`src/rtl/dma_ctl_pkg.sv`:
```
package dma_ctl_pkg;
    localparam int unsigned WORD_W  = 32;
    localparam int unsigned HALF_W  = WORD_W / 2;
    localparam int unsigned DEV_W   = 8;
    // status word bit positions (software depends on them)
    localparam int unsigned P_RUN    = 15;
    localparam int unsigned P_PAUSE  = 14;
    localparam int unsigned P_FLUSH  = 13;
    localparam int unsigned P_WAKE   = 12;
    localparam int unsigned P_DEAD   = 11;
    localparam int unsigned P_ACTIVE = 10;
    localparam int unsigned P_BT     = 8;
    localparam int unsigned SOFT_N   = 5;

    // held control bits; packed so bit 0 is run, bit 4 is dead
    typedef struct packed {
        logic dead;
        logic wake;
        logic flush;
        logic pause;
        logic run;
    } ctl_state_t;
endpackage

```
`src/rtl/dma_ctl_merge.sv`:
```
module dma_ctl_merge #(
    parameter int unsigned N = 5
) (
    input  logic         en,
    input  logic [N-1:0] mask,
    input  logic [N-1:0] val,
    input  logic [N-1:0] cur,
    output logic [N-1:0] hit,
    output logic [N-1:0] nxt
);
    for (genvar i = 0; i < N; i++) begin : g_bit
        assign hit[i] = en & mask[i];
        assign nxt[i] = hit[i] ? val[i] : cur[i];
    end
endmodule

```
`src/rtl/dma_ctl_pack.sv`:
```
module dma_ctl_pack
    import dma_ctl_pkg::*;
#(
    parameter int unsigned DW = DEV_W
) (
    input  ctl_state_t        st,
    input  logic              active,
    input  logic              bt,
    input  logic [DW-1:0]     dev,
    output logic [HALF_W-1:0] word
);
    always_comb begin
        word           = '0;
        word[P_RUN]    = st.run;
        word[P_PAUSE]  = st.pause;
        word[P_FLUSH]  = st.flush;
        word[P_WAKE]   = st.wake;
        word[P_DEAD]   = st.dead;
        word[P_ACTIVE] = active;
        word[P_BT]     = bt;
        word[DW-1:0]   = dev;
    end
endmodule

```
`src/rtl/dma_ctl_reg.sv`:
```
module dma_ctl_reg
    import dma_ctl_pkg::*;
(
    input  logic              clk,
    input  logic              rst_n,
    input  logic              ctl_wr_en,
    input  logic [WORD_W-1:0] ctl_wr_data,
    output logic [WORD_W-1:0] ctl_rd_data,
    input  logic              eng_active_i,
    input  logic              eng_dead_i,
    input  logic              eng_bt_i,
    input  logic [DEV_W-1:0]  dev_status_i,
    input  logic              flush_done_i,
    output logic              run_o,
    output logic              pause_o,
    output logic              flush_req_o,
    output logic              wake_o
);
    ctl_state_t st_d, st_q;

    logic [HALF_W-1:0] wmask, wval, word;
    logic [SOFT_N-1:0] s_mask, s_val, s_hit, s_nxt;

    assign wmask = ctl_wr_data[WORD_W-1:HALF_W];
    assign wval  = ctl_wr_data[HALF_W-1:0];

    // gather the software-held positions into soft-bit order (run = 0)
    assign s_mask = {wmask[P_DEAD], wmask[P_WAKE], wmask[P_FLUSH],
                     wmask[P_PAUSE], wmask[P_RUN]};
    assign s_val  = {wval[P_DEAD], wval[P_WAKE], wval[P_FLUSH],
                     wval[P_PAUSE], wval[P_RUN]};

    logic unused_wr_bits;
    assign unused_wr_bits = ^{wmask[P_ACTIVE:0], wval[P_ACTIVE:0]};

    dma_ctl_merge #(.N(SOFT_N)) merge_i (
        .en   (ctl_wr_en),
        .mask (s_mask),
        .val  (s_val),
        .cur  (st_q),
        .hit  (s_hit),
        .nxt  (s_nxt)
    );

    always_comb begin
        st_d       = st_q;
        st_d.run   = s_nxt[0];
        st_d.pause = s_nxt[1];
        // a write decides flush; otherwise the engine's done clears it
        st_d.flush = s_hit[2] ? s_nxt[2] : (st_q.flush & ~flush_done_i);
        // wake lives one cycle
        st_d.wake  = s_hit[3] & s_nxt[3];
        // dead: engine sets, software can only clear, set wins
        st_d.dead  = eng_dead_i | (st_q.dead & ~(s_hit[4] & ~s_val[4]));
    end

    always_ff @(posedge clk or negedge rst_n) begin
        if (!rst_n) st_q <= '0;
        else        st_q <= st_d;
    end

    dma_ctl_pack #(.DW(DEV_W)) pack_i (
        .st     (st_q),
        .active (eng_active_i),
        .bt     (eng_bt_i),
        .dev    (dev_status_i),
        .word   (word)
    );

    assign ctl_rd_data = {{HALF_W{1'b0}}, word};
    assign run_o       = st_q.run;
    assign pause_o     = st_q.pause;
    assign flush_req_o = st_q.flush;
    assign wake_o      = st_q.wake;
endmodule

```
`config.mk`:
```
export PLATFORM = sky130hd
export DESIGN_NAME = dma_ctl_reg
export DESIGN_NICKNAME = d
export VERILOG_FILES = /design/src/rtl/dma_ctl_pkg.sv /design/src/rtl/dma_ctl_merge.sv /design/src/rtl/dma_ctl_pack.sv /design/src/rtl/dma_ctl_reg.sv
export SDC_FILE = /design/constraint.sdc
export NUM_CORES = 1
export LEC_CHECK = 0
export ABC_AREA = 0
export BUFFER_PORTS_ARGS = -buffer_cell sky130_fd_sc_hd__buf_2
export CAP_MARGIN = 25
export CORE_MARGIN = 2
export CORE_UTILIZATION = 25
export DETAILED_ROUTE_END_ITERATION = 7
export PLACE_DENSITY = 0.83
export SLEW_MARGIN = 20
export SYNTH_ARGS = -nofsm -noshare
export SYNTH_HDL_FRONTEND = slang
export SYNTH_SLANG_ARGS = --single-unit
```
`constraint.sdc`:
```
create_clock -name clk -period 1.1 [get_ports clk]
set_input_delay 0.275 -clock clk [delete_from_list [all_inputs] [get_ports clk]]
set_output_delay 0.275 -clock clk [all_outputs]
set_load 0.03 [all_outputs]
```
---- Word level (Yosys, flattened, before mapping) ----
Index checks and enable logic that the tools add are counted.
operators by class
  multiplexer cells ....................... 2
  bitwise gates (word level) .............. 13
operators by type and width
  cell           count
  $and A1 B1 Y1  9
  $not A1 Y1     3
  $mux W1        2
  $or A1 B1 Y1   1
word-level totals
  logic and storage cells ................. 20
  output and inout bits ................... 36
  input port bits ......................... 47
  register bits ........................... 5

---- Logic depth before layout (Yosys ltp) ----
Gate-level depths: netlist of run 1.
  depth after elaboration ................. 5
  mapped depth ............................ 2
  mapped depth without buffers ............ 2

---- By module ----
Synthesis of run 1 repeated with hierarchy kept, for this count alone.
second synthesis, totals
  cells, all modules ...................... 55
  area, all modules ....................... 526.8 µm²
modules (own cells, without submodules)
  module         seq. area each (µm²)  cells each  times used  area each (µm²)
  dma_ctl_reg    125.1                 28          1           284.0
  dma_ctl_pack   0.0                   17          1           123.9
  dma_ctl_merge  0.0                   10          1           118.9

---- Worst setup path before layout of run 1 ----
OpenSTA, ideal clock, no wires.
  path kind ............................... register to register
  start ................................... reg st_q (netlist bit flush_req_o)
  end ..................................... reg st_q (netlist bit flush_req_o)
  arrival ................................. 0.888 ns
  cell stages (with the launch flop) ...... 3
  setup time .............................. 0.125 ns
  period minus slack after synthesis ...... 1.013 ns
  path buffers ............................ 0
  data required time ...................... 0.975 ns
  path slack .............................. 0.087 ns
  path through ............................ dfrtp_1 nor2b_1 mux2_4
RTL lines
  what                    RTL line           RTL
  start, declared         dma_ctl_reg.sv:19  ctl_state_t st_d, st_q;
  start signal, assigned  dma_ctl_reg.sv:59  else st_q <= st_d;

---- Final worst setup path of run 1 ----
  start ................................... reg st_q (netlist bit pause_o)
  end ..................................... out ctl_rd_data[14]
RTL lines
  what           RTL line          RTL
  end, declared  dma_ctl_reg.sv:8  output logic [WORD_W-1:0] ctl_rd_data,
No word-level cell between the ends.

==> results of run 1 <==
path summary, 6_finish.rpt:
kind	startpoint	end	slack, ns	depth (start not counted)
max	pause_o	ctl_rd_data[14]	0.02	1
min	eng_dead_i	st_q[4]	0.22	2
max reg2reg	run_o	run_o	0.19	2
min reg2reg	st_q[4]	st_q[4]	0.48	1
max in group asynchronous	rst_n	wake_o	0.58	2
min in group asynchronous	rst_n	pause_o	0.39	2
power groups by stage:
stage | Sequential, W | Combinational (W) | Clock [W]
finish | 0.000216 | 0.000267 | 0.000207
global route | 0.000218 | 0.000280 | 0.000231
CTS | 0.000214 | 0.000240 | 0.000217
detailed placement | 0.000216 | 0.000237 | 0
global placement | 0.000215 | 0.000236 | 0
floorplan | 0.000249 | 0.000274 | 0
cells by family (layout without fill, tap and decap cells):
| logic type | count (synthesis) | after routing | share of synthesized area, % |
|---|---|---|---|
| DFF | 5 | 5 | 28.0 |
| and+or+nand+nor | 6 | 6 | 7.28 |
| other | 1 | 17 | 0.840 |
| muxes | 3 | 3 | 10.1 |
| buffers and inverters | 31 | 29 | 52.1 |
| AOI/OAI and AO/OA | 1 | 1 | 1.68 |
state kept, by name, indices dropped and copies added, names as in the netlist:
| register | flops |
|---|---|
| flush_req_o | 1 |
| pause_o | 1 |
| run_o | 1 |
| st_q | 1 |
| wake_o | 1 |
metrics by stage:
| stage | setup TNS (ns) | setup slack, ns | cell area [sq um] | power [W] |
|---|---|---|---|---|
| 2_1_floorplan | 0 | 0.0872 | 507 | 0.000523 |
| 3_3_place_gp | 0 | 0.197 | 420 | 0.000450 |
| 3_5_place_dp | 0 | 0.178 | 420 | 0.000454 |
| 4_1_cts | -0.00202 | -0.00186 | 457 | 0.000671 |
| 5_1_grt | -0.0250 | -0.00917 | 484 | 0.000729 |
| 6_report | 0 | 0.0226 | 484 | 0.000689 |
repair_timing:
| action | 4_1_cts | 5_1_grt |
|---|---|---|
| hold buffers | 1 | 0 |
| buffers inserted | 0 | 1 |
| resized for setup | 0 | 12 |
| hold endpoints to repair | 5 | 0 |
| endpoints found under the setup margin | 2 | 5 |
cell usage in the layout, fill, tap and decap left out, drive strengths merged:
cell,instances
a21o,1
and3,1
buf,24
clkbuf,4
conb,17
dfrtp,5
dlygate4sd3,1
mux2,3
nand2,3
nand3b,1
nor2b,1
area by class of cell:
type,instances,area [sq um]
clock buffers,4,26.3
well taps,25,31.3
fillers,190,1220
repair buffers,25,153
multi-input cells,27,149
flip-flops and latches,5,125
per-layer routing:
layer | track usage (%) | vias up | share of wire (%)
li1 | - | 126 | -
met1 | 6.64 | 101 | 30
met2 | 8.89 | 28 | 52
met3 | 3.92 | 0 | 18
met4 | 8.57 | 0 | 0
met5 | 0 | - | 0
==> summary.md, run 1 <==
| Metric | Value |
|---|---|
| Violation count after the first detailed-routing iteration | 2 |
| Post-synthesis register bit count | 5 |
| Post-synthesis async set-or-reset flop share | 100% |
| Num CTS Buffers | 3 |
| Total number of vias | 255 |
| Netlist cell types | 9 |
| Leakage | 0.284 nW |
| Outcome | complete, no violations |
| Max incr delay on CP | 0.39 ns |
| Initial antenna violation count | 0 |
| Detail Route Antenna Nets | 0 |
| Crit end category | primary output |
| Max-Cap Viols | 0 |
| CTS H-tree depth | 1 |
| Slowest cell on crit path | dfrtp_1 |
| First drt pass iteration count | 2 |
| CP Launch Type | flip-flop |
| Critical Path AT | 0.80 ns |
| Most common cell in the netlist | buf_4 |
| EDFF count, synth | 0 |
| Final Skew | 0 ns |
| Routed WL per cell | 8.20 um |
| Final Wtd Congestion | 0.581 |
| CP top delay family | flip-flops |
| Fin nets | 109 |
| Int Power | 0.000431 W |
| Bufs and invs on worst path | 1 |
| Die area | 2140 sq um |
| Syn Inst Count | 47 |
| Final setup violation count | 0 |
| Finished Core Util | 28.4% |
| Total grt overflow | 0 |
| Synthesis-to-finish area growth | 8.40% |
| Worst Hold Margin | 0.219 ns |
| Post-synthesis sequential area ratio | 28.0% |
| Die W | 46.3 um |
| Largest net degree at the start of global routing | 6 |
| Vias per cell | 2.97 |
| Crit Path Class | reg2out |
| Worst ir drop on vdd | 0.359 mV |
| First-pass GRT wire length | 917 um |
| Clock power share | 30.0% |
| CTS tree | built |
| Flop pwr share | 31.3% |
| CTS clk-pin slew, worst paths | 0.04 ns |
| Sw Share | 37.5% |
| Max Root-Sink Buffers | 2 |
| Starting Density | 26.2% |
| Syn Area/Cell | 9.50 sq um |
| Critical Path RT | 0.82 ns |
| Layout cells sized above 1 | 50.8% |
| DRC viols | 0 |
| Worst-skew pair later-pin latency | 0.24 ns |
| Die Span Y | 46.3 um |
| Synth top area share | 52.1% |
| Largest fanout on the critical path | 3 |
| # rows | 15 |
| Post-synth top cells | buf_4 (31), dfrtp_1 (5), mux2_4 (3), nand2_1 (3) |
| Power Dens Cells | 1420 nW/um^2 |
| Number of global-route vias before repair | 237 |
| Worst hold path type | in2reg |
| Post-Route WL | 705 um |
| Synth warn | 0 |
| Main flop type after synthesis | dfrtp_1 |
| Gr usage total | 6.82% |
| Unrepaired setup endpoints after global routing | true |
| Root Driver | clkbuf_4 |
| Cell Area, Synth | 447 sq um |
| Post-Layout Cell Count | 86 |
| Post-route clock period utilization | 97.9% |
| ANT cells | 0 |
| I/O pin cnt | 83 |
| Port bufs | 23 |
| Clock sink count | 5 |
| Synth top area cells | buf_4 (52%), dfrtp_1 (28%), mux2_4 (10%) |
| Sw Pwr | 0.000259 W |
| Final Max Slew Viols | 0 |
| Final Hold Viols | 0 |
| Fin crit period | 1.08 ns |
| Maximum clock rate | 928 MHz |
| Biggest area consumer among synthesized cells | buf_4 |
| Worst path cell trace | buf_4 |
| Dpl cells | 80 |
| Gate power share | 38.7% |
| Core area | 1710 sq um |
Note: power is estimated with default switching activity, not from simulation.
==> inputs of run 2 (changes only) <==
- ABC_AREA: 0 -> 1
- CAP_MARGIN: 25 -> unset
- CORE_MARGIN: 2 -> 1
==> run 2 against run 1 <==
Sequential share of layout area rose by 1.2 points. Hold slack improved by 0.0044 ns. Total power fell by 7.5%. Cell count rose by 8.1%. Sequential cell count did not move. Clock skew did not move. First-iteration DRC count fell by 50%. Sequential power fell by 3%. Clock power barely moved. Non-clock buffer count did not move. Routed wire length fell by 5.0%. Largest cell class unchanged.
==> summary.md, run 2 <==
| Metric | Value |
|---|---|
| CTS tree | built |
| Syn Area/Cell | 7.98 sq um |
| Starting Density | 28.0% |
| Post-synthesis sequential area ratio | 28.0% |
| Final Hold Viols | 0 |
| Post-route clock period utilization | 97.5% |
| CTS H-tree depth | 1 |
| Die W | 44.3 um |
| # rows | 14 |
| Power Dens Cells | 1380 nW/um^2 |
| Sequential cell area | 125 sq um |
| Synth warn | 0 |
| Leakage | 0.292 nW |
| R2R Path Start | flush_req_o |
| Total grt overflow | 0 |
| Fillers | 180 |
| Post-synthesis async set-or-reset flop share | 100% |
| Fin crit period | 1.07 ns |
| Area occupied by multi-input gates | 136 sq um |
| Worst hold path type | in2reg |
| I/O pin cnt | 83 |
| Die area | 1960 sq um |
| Detailed Place HPWL | 594 um |
| Critical Path AT | 0.80 ns |
| Layout cells sized above 1 | 40.6% |
| Pre-CTS WS | 0.266 ns |
| EDFF count, synth | 0 |
| Max Root-Sink Buffers | 2 |
| Cell Area, Synth | 447 sq um |
| Final Wtd Congestion | 0.579 |
| Worst Hold Margin | 0.223 ns |
| Post-Layout Inst Area | 463 sq um |
| Max-Cap Viols | 0 |
| R2r setup slk | 0.35 ns |
| Final worst slack | 0.0278 ns |
| Synthesis-to-finish area growth | 3.64% |
| Slowest cell on crit path | dfrtp_1 |
| Bufs and invs on worst path | 1 |
| CP Launch Type | flip-flop |
| Number of global-route vias before repair | 285 |
| Most frequent cells in the layout | buf_2 (21), conb_1 (17), nand2_1 (10) |
| Violation count after the first detailed-routing iteration | 1 |
| Synth top area cells | buf_4 (52%), dfrtp_1 (28%), nand2_1 (8.4%) |
| Final setup violation count | 0 |
| Vias per cell | 3.40 |
| Unrepaired setup endpoints after global routing | true |
| Worst r2r path cells | 3 |
| Max incr delay on CP | 0.39 ns |
| Root Driver | clkbuf_4 |
| Gr usage total | 7.43% |
| Most common cell in the netlist | buf_4 |
| ANT cells | 0 |
| Netlist cell types | 9 |
| Biggest area consumer among synthesized cells | buf_4 |
| CP top delay family | flip-flops |
| Setup crit start | flush_req_o |
| Total number of vias | 316 |
| Final Max Slew Viols | 0 |
| Placed instance area | 414 sq um |
| Port bufs | 23 |
| Post-Route WL | 670 um |
| Fin nets | 117 |
| DRC viols | 0 |
| Outcome | complete, no violations |
| Core area | 1590 sq um |
| Worst ir drop on vdd | 0.387 mV |
| First-pass GRT wire length | 993 um |
| Most common cell after layout, fill and taps aside | buf_2 |
| Main flop type after synthesis | dfrtp_1 |
| Largest net degree at the start of global routing | 9 |
| Initial antenna violation count | 0 |
| Detail Route Antenna Nets | 0 |
| R2R Path End | flush_req_o |
| Worst path cell trace | buf_4 |
| Num CTS Buffers | 3 |
| Clock sink count | 5 |
| CTS clk-pin slew, worst paths | 0.04 ns |
| Worst-skew pair later-pin latency | 0.24 ns |
| Largest fanout on the critical path | 3 |
| Synth top area share | 52.1% |
| Critical path endpoint | flush_req_o |
| Routed WL per cell | 7.20 um |
| Maximum clock rate | 933 MHz |
| WP depth | 1 |
| Die Span Y | 44.3 um |
| Post-synth top cells | buf_4 (31), nand2_1 (10), dfrtp_1 (5) |
| First drt pass iteration count | 5 |
| Crit end category | primary output |
| Post-synthesis register bit count | 5 |
| Critical Path RT | 0.82 ns |
| Crit Path Class | reg2out |
| Final Skew | 0 ns |
| Syn Inst Count | 56 |
==> run 2: cell count changes after synthesis, sizes merged <==
cell / before / now
clkbuf: 0 / 1
a21o: 1 / 0
nand2: 3 / 10
mux2: 3 / 0
inv: 0 / 2
nand3: 0 / 4
nor2b: 1 / 0
==> run 2: worst min-delay path by stage <==
stage / startpoint / to / cells after the start
4_1_cts: eng_dead_i / st_q[4] / 3
5_1_grt: eng_dead_i / st_q[4] / 3
2_1_floorplan: rst_n / flush_req_o / 0
6_report: eng_dead_i / st_q[4] / 3
3_5_place_dp: rst_n / st_q[4] / 1
3_3_place_gp: rst_n / st_q[4] / 1
==> run 2: through the flow <==
step | TNS [ns] | cells | utilization (%) | total power, W
2_1_floorplan | 0 | 72 | - | 0.000501
3_3_place_gp | 0 | 87 | 26.0 | 0.000424
3_5_place_dp | 0 | 87 | 26.0 | 0.000428
4_1_cts | 0 | 92 | 28.3 | 0.000642
5_1_grt | -0.0140 | 93 | 29.0 | 0.000679
6_report | 0 | 93 | 29.0 | 0.000638
==> run 2: cell families (layout without fill, tap and decap cells) <==
family / count (synthesis) / count (layout) / share of synthesized area (%)
buf+inv: 34 / 31 / 54.9
flops: 5 / 5 / 28.0
other cells: 1 / 17 / 0.840
simple gates: 16 / 16 / 16.2
==> run 2: layer usage <==
metal  track usage (%)  share of wire [%]
met5                 0                  0
met4              8.48                  0
met3              2.86                9.7
met2              13.2                 61
met1              5.50                 29
==> run 2: timing repair <==
action | CTS | global route
hold endpoints to repair | 5 | 0
hold buffers | 1 | 0
resized for setup | 0 | 4
buffers inserted | 0 | 1
setup endpoints to repair | 0 | 2
==> run 2: cell type report <==
class / count / area share (%)
Inverter: 2 / 1.62
Clock buffer: 4 / 5.68
Sequential cell: 5 / 27.0
Timing Repair Buffer: 25 / 29.7
Tap cell: 24 / 6.49
Multi-Input combinational cell: 33 / 29.5
==> run 2: power breakdown <==
part,switching (W),total [W],leakage (nW),internal (W)
registers,0.00000921,0.000209,0.0608,0.000200
logic,0.000169,0.000224,0.217,0.0000544
clock network,0.0000683,0.000205,0.0150,0.000137
